--- config.mk ---
export PLATFORM = sky130hd
export DESIGN_NAME = trig_timebase
export DESIGN_NICKNAME = d
export VERILOG_FILES = /design/src/rtl/tbase_pkg.sv /design/src/rtl/tbase_clk_src.sv /design/src/rtl/tbase_trig_cond.sv /design/src/rtl/tbase_count_core.sv /design/src/rtl/trig_timebase.sv
export SDC_FILE = /design/constraint.sdc
export NUM_CORES = 1
export LEC_CHECK = 0
export ABC_AREA = 1
export BUFFER_PORTS_ARGS = -buffer_cell sky130_fd_sc_hd__clkbuf_2
export CORE_MARGIN = 2
export CORE_UTILIZATION = 45
export DETAILED_ROUTE_END_ITERATION = 10
export MAX_ROUTING_LAYER = met4
export PLACE_DENSITY = 0.67
export RECOVER_POWER = 100
export SLEW_MARGIN = 20
export SYNTH_ARGS = -nofsm -noshare
export SYNTH_HDL_FRONTEND = slang
export SYNTH_SLANG_ARGS = --single-unit
--- constraint.sdc ---
create_clock -name clk -period 5.12 [get_ports clk]
set_input_delay 0.256 -clock clk [delete_from_list [all_inputs] [get_ports clk]]
set_output_delay 0.256 -clock clk [all_outputs]
set_load 0.05 [all_outputs]
--- src/rtl/tbase_pkg.sv ---
// Shared types for the timebase: clock-mode encoding and divider helper.
// Assumes the prescale field is narrow enough (<= 4 bits) to make the
// divider width small.
package tbase_pkg;

    typedef enum logic [1:0] {
        MODE_OFF  = 2'd0,
        MODE_SYS  = 2'd1,
        MODE_EXT  = 2'd2,
        MODE_RSVD = 2'd3
    } clk_mode_e;

    // Width of the free-running divider for a given prescale field width.
    function automatic int div_width(input int ps_w);
        return (1 << ps_w) - 1;
    endfunction

endpackage

--- src/rtl/tbase_clk_src.sv ---
// Clock qualification and prescaler.
// Produces a single-cycle count enable in the system clock domain. The
// external clock is synchronized and its rising edges are turned into
// ticks; the system-clock mode ticks every cycle. A free-running divider
// with a prescale mask passes one tick in 2^prescale.
// Assumes ext_clk_in is at most a quarter of the system clock rate.
module tbase_clk_src #(
    parameter int PS_W        = 3,
    parameter int SYNC_STAGES = 2
) (
    input  logic            clk,
    input  logic            rst_n,
    input  logic [1:0]      mode_q,
    input  logic [PS_W-1:0] prescale,
    input  logic            ext_clk_in,
    input  logic            advance,
    input  logic            restart,
    output logic            cnt_tick
);
    import tbase_pkg::*;

    localparam int DIV_W = div_width(PS_W);

    logic [SYNC_STAGES:0] ext_sh;
    logic                 ext_rise;
    logic                 src_tick;
    logic [DIV_W-1:0]     div_cnt;
    logic [DIV_W-1:0]     div_mask;
    clk_mode_e            mode_e;

    assign mode_e = clk_mode_e'(mode_q);

    // Synchronize the external clock and keep one extra stage for edges.
    always_ff @(posedge clk) begin
        if (!rst_n) ext_sh <= '0;
        else        ext_sh <= {ext_sh[SYNC_STAGES-1:0], ext_clk_in};
    end

    assign ext_rise = ext_sh[SYNC_STAGES-1] & ~ext_sh[SYNC_STAGES];

    // Pick the raw tick source from the registered mode.
    always_comb begin
        case (mode_e)
            MODE_SYS: src_tick = 1'b1;
            MODE_EXT: src_tick = ext_rise;
            default:  src_tick = 1'b0;
        endcase
    end

    // Build the low-bit mask that selects the division ratio.
    always_comb begin
        for (int i = 0; i < DIV_W; i++) begin
            div_mask[i] = (i < int'(prescale));
        end
    end

    // Advance the divider on qualified source ticks.
    always_ff @(posedge clk) begin
        if (!rst_n)                   div_cnt <= '0;
        else if (restart)             div_cnt <= '0;
        else if (src_tick && advance) div_cnt <= div_cnt + DIV_W'(1);
    end

    assign cnt_tick = src_tick & advance & ((div_cnt & div_mask) == div_mask);

endmodule

--- src/rtl/tbase_trig_cond.sv ---
// Trigger conditioning.
// Selects one trigger input and applies the polarity before a synchronizer,
// then supplies the synchronized active level and a one-cycle active edge.
// Assumes the trigger is held for at least two system clock cycles.
module tbase_trig_cond #(
    parameter int N_TRIG      = 4,
    parameter int SEL_W       = 2,
    parameter int SYNC_STAGES = 2
) (
    input  logic              clk,
    input  logic              rst_n,
    input  logic [N_TRIG-1:0] trig_in,
    input  logic [SEL_W-1:0]  trig_sel,
    input  logic              active_low,
    output logic              trig_level,
    output logic              trig_edge
);
    logic                 picked;
    logic [SYNC_STAGES:0] trig_sh;

    // Choose the trigger and turn it into active-high form.
    always_comb begin
        picked = 1'b0;
        for (int i = 0; i < N_TRIG; i++) begin
            if (int'(trig_sel) == i) picked = trig_in[i];
        end
        picked = picked ^ active_low;
    end

    // Synchronize the active-high trigger, plus one stage for edges.
    always_ff @(posedge clk) begin
        if (!rst_n) trig_sh <= '0;
        else        trig_sh <= {trig_sh[SYNC_STAGES-1:0], picked};
    end

    assign trig_level = trig_sh[SYNC_STAGES-1];
    assign trig_edge  = trig_sh[SYNC_STAGES-1] & ~trig_sh[SYNC_STAGES];

endmodule

--- src/rtl/tbase_count_core.sv ---
// Counter core.
// Holds the count, the start and halt state and the overflow flag. Decides
// whether the prescaler may advance, and applies reloads and wraps.
// Assumes cnt_tick is high only in cycles where advance is high.
module tbase_count_core #(
    parameter int CNT_W = 16
) (
    input  logic             clk,
    input  logic             rst_n,
    input  logic [1:0]       mode_q,
    input  logic [CNT_W-1:0] modulo,
    input  logic             cnt_tick,
    input  logic             trig_level,
    input  logic             trig_edge,
    input  logic             start_on_trig,
    input  logic             reload_on_trig,
    input  logic             pause_on_trig,
    input  logic             stop_on_ovf,
    input  logic             dbg_mode,
    input  logic             dbg_run,
    input  logic             doze_mode,
    input  logic             doze_pause,
    input  logic             ovf_clear,
    input  logic             ovf_irq_en,
    output logic             advance,
    output logic             restart,
    output logic [CNT_W-1:0] count,
    output logic             ovf_flag,
    output logic             ovf_irq
);
    import tbase_pkg::*;

    clk_mode_e mode_e;
    logic      run_en;
    logic      started;
    logic      halted;
    logic      pause_now;
    logic      reload_hit;
    logic      wrap;

    assign mode_e     = clk_mode_e'(mode_q);
    assign run_en     = (mode_e == MODE_SYS) || (mode_e == MODE_EXT);
    assign reload_hit = run_en & reload_on_trig & trig_edge;
    assign restart    = reload_hit | ~run_en;
    assign pause_now  = (pause_on_trig & trig_level)
                      | (dbg_mode & ~dbg_run)
                      | (doze_mode & doze_pause);
    assign advance    = run_en & started & ~halted & ~pause_now;
    assign wrap       = cnt_tick & (count >= modulo);

    // Arm the counter: right away, or on the first trigger edge.
    always_ff @(posedge clk) begin
        if (!rst_n || !run_en)                 started <= 1'b0;
        else if (!start_on_trig || trig_edge)  started <= 1'b1;
    end

    // Latch a halt after the first wrap when stop-on-overflow is on.
    always_ff @(posedge clk) begin
        if (!rst_n || !run_en)      halted <= 1'b0;
        else if (wrap && stop_on_ovf) halted <= 1'b1;
    end

    // Count, wrap at the modulo, or reload on a trigger edge.
    always_ff @(posedge clk) begin
        if (!rst_n)          count <= '0;
        else if (reload_hit) count <= '0;
        else if (wrap)       count <= '0;
        else if (cnt_tick)   count <= count + CNT_W'(1);
    end

    // Sticky overflow flag; a new wrap wins over a clear.
    always_ff @(posedge clk) begin
        if (!rst_n)         ovf_flag <= 1'b0;
        else if (wrap)      ovf_flag <= 1'b1;
        else if (ovf_clear) ovf_flag <= 1'b0;
    end

    assign ovf_irq = ovf_flag & ovf_irq_en;

endmodule

--- src/rtl/trig_timebase.sv ---
// Timebase top: clock-mode register, clock qualification with prescaler,
// trigger conditioning and counter core.
// Assumes all control inputs are synchronous to clk except ext_clk_in and
// trig_in, which are synchronized inside.
module trig_timebase #(
    parameter int CNT_W       = 16,
    parameter int PS_W        = 3,
    parameter int N_TRIG      = 4,
    parameter int SYNC_STAGES = 2,
    localparam int SEL_W      = (N_TRIG > 1) ? $clog2(N_TRIG) : 1
) (
    input  logic              clk,
    input  logic              rst_n,
    input  logic [1:0]        clk_mode,
    output logic [1:0]        clk_mode_rb,
    input  logic [PS_W-1:0]   prescale,
    input  logic [CNT_W-1:0]  modulo,
    input  logic              ext_clk_in,
    input  logic [N_TRIG-1:0] trig_in,
    input  logic [SEL_W-1:0]  trig_sel,
    input  logic              trig_active_low,
    input  logic              start_on_trig,
    input  logic              reload_on_trig,
    input  logic              pause_on_trig,
    input  logic              stop_on_ovf,
    input  logic              dbg_mode,
    input  logic              dbg_run,
    input  logic              doze_mode,
    input  logic              doze_pause,
    input  logic              ovf_clear,
    input  logic              ovf_irq_en,
    output logic [CNT_W-1:0]  count,
    output logic              ovf_flag,
    output logic              ovf_irq
);
    logic [1:0] mode_q;
    logic       cnt_tick;
    logic       advance;
    logic       restart;
    logic       trig_level;
    logic       trig_edge;

    // Register the clock mode; the registered copy is also the readback.
    always_ff @(posedge clk) begin
        if (!rst_n) mode_q <= 2'd0;
        else        mode_q <= clk_mode;
    end

    assign clk_mode_rb = mode_q;

    tbase_clk_src #(
        .PS_W        (PS_W),
        .SYNC_STAGES (SYNC_STAGES)
    ) u_clk_src (
        .clk        (clk),
        .rst_n      (rst_n),
        .mode_q     (mode_q),
        .prescale   (prescale),
        .ext_clk_in (ext_clk_in),
        .advance    (advance),
        .restart    (restart),
        .cnt_tick   (cnt_tick)
    );

    tbase_trig_cond #(
        .N_TRIG      (N_TRIG),
        .SEL_W       (SEL_W),
        .SYNC_STAGES (SYNC_STAGES)
    ) u_trig_cond (
        .clk        (clk),
        .rst_n      (rst_n),
        .trig_in    (trig_in),
        .trig_sel   (trig_sel),
        .active_low (trig_active_low),
        .trig_level (trig_level),
        .trig_edge  (trig_edge)
    );

    tbase_count_core #(
        .CNT_W (CNT_W)
    ) u_core (
        .clk            (clk),
        .rst_n          (rst_n),
        .mode_q         (mode_q),
        .modulo         (modulo),
        .cnt_tick       (cnt_tick),
        .trig_level     (trig_level),
        .trig_edge      (trig_edge),
        .start_on_trig  (start_on_trig),
        .reload_on_trig (reload_on_trig),
        .pause_on_trig  (pause_on_trig),
        .stop_on_ovf    (stop_on_ovf),
        .dbg_mode       (dbg_mode),
        .dbg_run        (dbg_run),
        .doze_mode      (doze_mode),
        .doze_pause     (doze_pause),
        .ovf_clear      (ovf_clear),
        .ovf_irq_en     (ovf_irq_en),
        .advance        (advance),
        .restart        (restart),
        .count          (count),
        .ovf_flag       (ovf_flag),
        .ovf_irq        (ovf_irq)
    );

endmodule

==> results by group, run 1 <==
Status
  – Run status: finished, violations left
  – Failing checks: capacitance limit, slew limit

Power
  – Pwr dens: approximately 190 mW/mm^2
  – Leak: around 0.0014 uW
  – Max VDD drop: approximately 130 uV

Cells and area
  – Post-Layout Cell Count: approximately 500
  – Post-layout util: a little over half
  – FF/Latch Area: ~700 um^2
  – Share of post-route cells with drive strength above 1: 20.6%
  – Multi-input logic area: 0.00136 mm^2
  – Antenna diodes: 0
  – Final #Nets: slightly below 500
  – Layout fillers: roughly 520
  – Final Cell Area: about 0.0028 mm^2
  – Layout area overhead: 15.4%

Clocking
  – CTS Hold Buffers Added: 0
  – H-Tree Depth: 2
  – Post-cts repair resize count: 0
  – CTS buffer count: 5
  – Longest Clk Path Bufs: 2
  – Clk slew on worst S/H paths: 0.08 ns
  – Post-CTS setup buffer count: 0
  – CTS tree: built
  – Sink Count: 34
  – Clk_lat worst skew: between 0.2 and 0.3 ns
  – Root Driver: clkbuf_8

Worst setup path
  – CP dominant cell by count: nor2_1
  – Worst Setup Start Kind: flip-flop
  – Worst EP required: about 5.3 ns
  – Max stage delay on crit path: about 1.4 ns
  – Buf/Inv on CP: 2
  – Crit path capture type: flip-flop
  – CP max-delay cell: nor2_1
  – Crit path DAT: 3.45 ns
  – Critical setup path kind: flip-flop to flip-flop
  – Cell count of the worst reg-to-reg path: 10
  – Worst path top cell family by delay: simple AND/OR/NAND/NOR gates
  – Worst-path cell chain: inv_1, ha_1, inv_1, nand3_2, nor2_1, nand3_4, nor2_1, nand2_2, nand3_2, nor2_1
  – Crit-path max FO: 21
  – Cell count along the critical path: 10

Detailed routing
  – # DRC: 0
  – Wire per inst: slightly below 10 um
  – DR iter-0 viols: 88
  – Vias: roughly 2300
  – 1st-pass router iterations: 4
  – Antenna-violating nets left: 0
  – Via/cell ratio: 4.53
  – Total wire length: 4810 um

Die
  – DIE AREA: approximately 0.006 mm^2
  – DIE HEIGHT: a little under 80 um
  – Total core area: between 0.005 and 0.006 mm^2
  – FP Rows: 26
  – Chip width: between 70 and 80 um
  – IO Count: slightly above 60
  – Starting density of the core: 47.2%

Yosys
  – Sequential share of the synthesized area: 27.9%
  – Ys flop type: dfxtp_1
  – Syn avg cell area: ~6.6 um^2
  – Synthesized area: between 0.002 and 0.0025 mm^2
  – Yosys cell types: 30
  – Asr flop ratio synth: 0%
  – FF+latch count, synth: 34
  – Syn nets: approximately 430
  – EDFF count, synth: 0
  – Area leader, netlist: dfxtp_1
  – Largest cells by area after synthesis: dfxtp_1 28%, nand2_1 14%, inv_1 11%, ha_1 10%, nor2_1 5.5%
  – Yosys top cell area share: about 28%
  – Synth warn: 0
  – Synth Instances: about 370

Timing
  – Worst Tran Pin Value: roughly 1.9 ns
  – Setup TNS: 0 ns
  – Final Cycle Share: a little under two thirds
  – Final Hold Vio Count: 0
  – Fmax: approximately 310 MHz
  – Max transition margin: -25.2%
  – RSZ-0062 raised after global routing: false
  – Max-slew violations: 22
  – Setup Skew: 0.0102 ns
  – Final min period: around 3.3 ns
  – Final setup vio count: 0

Global route
  – Initial antenna violation count: 0
  – Tot GR Track Use: 17.5%
  – Largest net degree at the start of global routing: 22
  – Gr ovfl total: 0
  – Grt met3 use: ~3.1%
  – Most Crowded Layer GR: met2
  – Number of global-route vias before repair: roughly 2100
  – GRT met2 Usage: between 30% and 40%
  – First-pass GRT wire length: 8370 um
  – Met1 Usage GRT: 20.2%

Flow run
  – Max Cap Viol: 1

Min path
  – Worst hold path type: input pin to flip-flop
  – Hold Crit Depth: 3

Placement
  – Placed cell count: approximately 490
  – Placed cell areas: about 0.0028 mm^2
  – Port bufs: 60
  – Gpl congestion: around 0.84
  – Post-DP HPWL: 3900 um
-- cells by family (layout without fill, tap and decap cells) --
| logic type | Yosys count | in the layout | synth area share [%] |
|---|---|---|---|
| AND/OR/NAND/NOR | 173 | 173 | 32.4 |
| buffers and inverters | 91 | 154 | 15.4 |
| AO/OA/AOI/OAI | 40 | 40 | 10.5 |
| flip-flops | 34 | 34 | 27.9 |
| adder cells (fa/ha/maj) | 20 | 20 | 10.2 |
| XOR/XNOR | 10 | 10 | 3.58 |
-- sequential cells by signal (all words and copies together) (netlist names) --
name,flops
u_core.count,16
u_core.ovf_flag,1
clk_mode_rb,2
u_clk_src.div_cnt,7
u_clk_src.ext_sh,3
u_core.halted,1
u_trig_cond.trig_sh,3
u_core.started,1
-- per-stage QoR --
step	power (uW)	worst slack, ns	hold WS [ns]
global placement	328	3.09	0.392
global route	559	1.46	0.146
CTS	540	2.98	0.134
detailed placement	330	3.00	0.404
floorplan	309	3.06	0.346
finish	534	1.85	0.141
-- tightest hold or removal path: cells and delay by family --
kind          cells  cell delay (ns)
buf+inv           2             0.11
simple gates      1             0.04
-- worst paths after layout --
path                     startpoint                     end  slack (ns)
max                  clk_mode_rb[0]         u_core.count[2]        1.85
min reg2reg  u_trig_cond.trig_sh[0]  u_trig_cond.trig_sh[1]        0.42
min                     clk_mode[0]          clk_mode_rb[0]        0.14
max reg2reg          clk_mode_rb[0]         u_core.count[2]        1.85
-- metal layers --
layer	wire length, um	vias to the layer above
met5	0	-
met4	68	0
met3	190	7
met2	2340	38
met1	2210	979
li1	-	1245
-- synth_stat cells, types with 4 or more instances --
master and number:
nand2_1 94, inv_1 72, nor2_1 36, dfxtp_1 34, ha_1 20, a21oi_1 15
inv_2 13, o21ai_2 12, nand3_1 11, nand2_2 9, o21ai_0 9, xor2_1 7
nand3_2 5, nor3_1 5, nand4_1 4
-- layout make-up --
type	instances	share of cell area [%]
repair buffers	60	9.68
inverters	86	11.5
well taps	70	3.11
multi-input cells	243	48.2
clock inverters	2	0.444
flip-flops and latches	34	24.1
clock buffers	6	2.93
-- layout by cell type (no fill, tap or decap), types with 2 or more instances in the layout --
| cell type | Yosys | final |
|---|---|---|
| nand4_1 | 4 | 4 |
| clkbuf_1 | 0 | 22 |
| a21oi_1 | 15 | 15 |
| nor2_1 | 36 | 38 |
| inv_1 | 72 | 73 |
| nor3b_1 | 2 | 2 |
| clkbuf_2 | 0 | 38 |
| clkbuf_8 | 0 | 6 |
| nor2_2 | 3 | 3 |
| ha_1 | 20 | 20 |
| dfxtp_1 | 34 | 34 |
| xnor2_1 | 3 | 3 |
| nand2_1 | 94 | 95 |
| nand2_2 | 9 | 8 |
| nand3_1 | 11 | 11 |
| xor2_1 | 7 | 7 |
| nand3_2 | 5 | 5 |
| inv_2 | 13 | 12 |
| o21ai_2 | 12 | 12 |
| o21ai_0 | 9 | 9 |
| nor3_1 | 5 | 5 |
-- power by group --
group / total (uW) / internal [uW] / leakage, uW / switching (uW)
Clock: 212 / 108 / 0.0000472 / 104
Combinational: 51.3 / 22.1 / 0.00109 / 29.2
Sequential: 270 / 268 / 0.000276 / 1.89
Power figures use the tool's default switching activity.
==> run 2: changes to the inputs <==
- ABC_AREA: 1 -> 0
- PLACE_DENSITY: 0.67 -> 0.73
- clock period: 5.12 -> 2.66 ns (I/O delays scaled with it)
==> results by group, run 2 <==
Worst setup path
  – Buf/Inv on CP: 1
  – Worst Setup Start Kind: flip-flop
  – Worst path top cell family by delay: simple AND/OR/NAND/NOR gates
  – Critical setup path kind: flip-flop to flip-flop
  – Worst-path cell chain: inv_1, ha_1, nor3b_2, nand4_1, or2_1, or4_1, or3_1, a21oi_1
  – Max stage delay on crit path: 0.69 ns
  – Crit-path max FO: 9
  – CP max-delay cell: or4_1
  – Crit path DAT: 2.71 ns
  – Worst EP required: roughly 2.9 ns
  – Crit path capture type: flip-flop

Yosys
  – EDFF count, synth: 0
  – Yosys cell types: 36
  – Yosys top cell area share: 35.3%
  – Top-count cell post-synth: dfxtp_1
  – Sequential share of the synthesized area: a little over a third
  – Ys flop type: dfxtp_1
  – Asr flop ratio synth: 0%
  – Synthesized area: just under 0.002 mm^2
  – Synth Instances: between 200 and 250
  – Syn nets: between 200 and 300
  – Post-synth top cells: 34 x dfxtp_1, 26 x inv_1, 21 x nand2_1
  – Largest cells by area after synthesis: dfxtp_1 35%, ha_1 13%, a21oi_1 5.2%, inv_1 5.1%, nand2_1 4.1%
  – Syn avg cell area: 8.19 um^2
  – FF+latch count, synth: 34
  – Area leader, netlist: dfxtp_1
  – Synth warn: 0

Timing
  – Final min period: 2.50 ns
  – Fmax: approximately 400 MHz
  – Max transition margin: approximately 58%
  – Final Cycle Share: roughly 94%
  – Setup Skew: approximately 0.0030 ns
  – Final setup vio count: 0
  – Setup TNS: 0 ns
  – RSZ-0062 raised after global routing: false
  – Final Hold Vio Count: 0
  – Worst Tran Pin Value: between 0.6 and 0.7 ns
  – Max-slew violations: 0

Clocking
  – Post-cts repair resize count: 0
  – H-Tree Depth: 2
  – Clk_lat worst skew: around 0.28 ns
  – Longest Clk Path Bufs: 2
  – Post-CTS setup buffer count: 0
  – Sink Count: 34
  – Clk slew on worst S/H paths: ~0.060 ns
  – CTS buffer count: 5
  – CTS Hold Buffers Added: 0
  – CTS tree: built
  – Root Driver: clkbuf_8

Placement
  – Gpl congestion: 0.816
  – Post-DP HPWL: 3190 um
  – Port bufs: 60
  – Placed cell count: roughly 350

Cells and area
  – Antenna diodes: 0
  – Commonest non-fill, non-tap cell in the layout: clkbuf_2
  – Layout area overhead: 23.7%
  – Number of flip-flops in the largest register: 16
  – Regs by FF count: u_core.count x16, u_clk_src.div_cnt x7
  – Share of post-route cells with drive strength above 1: 18.8%
  – Final #Nets: 363
  – Most frequent cells in the layout: 39 x clkbuf_2, 32 x dfxtp_1, 26 x inv_1, 22 x clkbuf_1, 21 x nand2_1
  – Top reg by flops: u_core.count
  – Post-Layout Cell Count: around 350
  – Layout fillers: 389

Power
  – NetSw: approximately 220 uW
  – Pwr dens: around 440 mW/mm^2
  – Sw Share: between 20% and 30%
  – Combinational power share: around 8.6%
  – Max VDD drop: approximately 340 uV
  – Seq pwr share: between 40% and 50%
  – Clock share of power: a little over two fifths
  – Int Power: just over 800 uW
  – Leak: approximately 0.001 uW

Die
  – Total core area: roughly 0.004 mm^2
  – Chip width: 69.4 um
  – Starting density of the core: about 47%
  – DIE HEIGHT: 69.4 um
  – DIE AREA: between 0.004 and 0.005 mm^2
  – FP Rows: 23
  – IO Count: between 60 and 70

Status
  – Run status: finished clean

Detailed routing
  – Total wire length: ~4100 um
  – 1st-pass router iterations: 4
  – # DRC: 0
  – DR iter-0 viols: around 110
  – Vias: 1807
  – Via/cell ratio: 5.12
  – Wire per inst: between 10 and 15 um
  – Antenna-violating nets left: 0

Global route
  – Number of global-route vias before repair: 1796
  – Tot GR Track Use: around a fifth
  – Gr ovfl total: 0
  – Initial antenna violation count: 0
  – Largest net degree at the start of global routing: 17
  – First-pass GRT wire length: 7290 um

Min path
  – Worst hold path type: input pin to flip-flop

Flow run
  – Max Cap Viol: 0
-- run 2: worst paths after layout --
path | startpoint | endpoint | slack, ns | cells after the start
setup / recovery | clk_mode_rb[0] | u_core.count[12] | 0.16 | 8
hold / removal | start_on_trig | u_core.started | 0.04 | 2
setup reg to reg | clk_mode_rb[0] | u_core.count[12] | 0.16 | 8
hold reg to reg | u_clk_src.ext_sh[0] | u_clk_src.ext_sh[1] | 0.44 | 1
-- run 2: routing by layer --
layer,vias up,track usage (%),wire [um]
met4,0,5.88,54
met5,-,-,0
met1,811,22.1,1860
met2,41,31.8,1970
met3,5,4.22,214
li1,950,-,-
-- run 2: kinds of logic after synthesis --
kind of cell / share of synthesized area, %
flip-flops: 35.3
XOR/XNOR: 5.46
buffers and inverters: 6.76
AND/OR/NAND/NOR: 24.9
adder cells (fa/ha/maj): 13.0
AO/OA/AOI/OAI: 13.4
multiplexers: 1.17
-- run 2: metrics by stage --
stage	power [uW]	worst slack [ns]	cell area, um^2	hold WS (ns)	util, %
floorplan	581	0.0581	1930	0.242	-
global placement	621	0.224	2300	0.335	56.7
detailed placement	623	0.166	2300	0.346	56.7
CTS	1060	0.139	2410	0.0350	59.5
global route	1090	0.00474	2380	0.0573	58.7
finish	1040	0.164	2380	0.0433	58.7
-- run 2: final cells by class --
| cell class | count | area (um^2) | area share (%) |
|---|---|---|---|
| Clock buffer | 8 | 110 | 4.62 |
| Inverter | 27 | 101 | 4.25 |
| Multi-Input combinational cell | 169 | 1110 | 46.8 |
| Sequential cell | 34 | 686 | 28.8 |
| Tap cell | 50 | 62.6 | 2.63 |
| Timing Repair Buffer | 65 | 308 | 12.9 |
-- run 2: power groups by stage --
stage / Clock (uW) / Sequential (uW) / Combinational, uW
after floorplan: 0 / 536 / 44.7
after global placement: 0 / 531 / 89.8
after detailed placement: 0 / 531 / 91.6
after CTS: 448 / 520 / 92.1
after global routing: 466 / 521 / 103
final: 434 / 520 / 90.0
-- run 2: worst register-to-register path, delay by kind of cell (launching register included) --
family	cells	cell delay [ns]
flops	1	0.35
buf+inv	1	0.04
compound gates	1	0.14
fa+ha+maj	1	0.32
simple gates	5	1.59
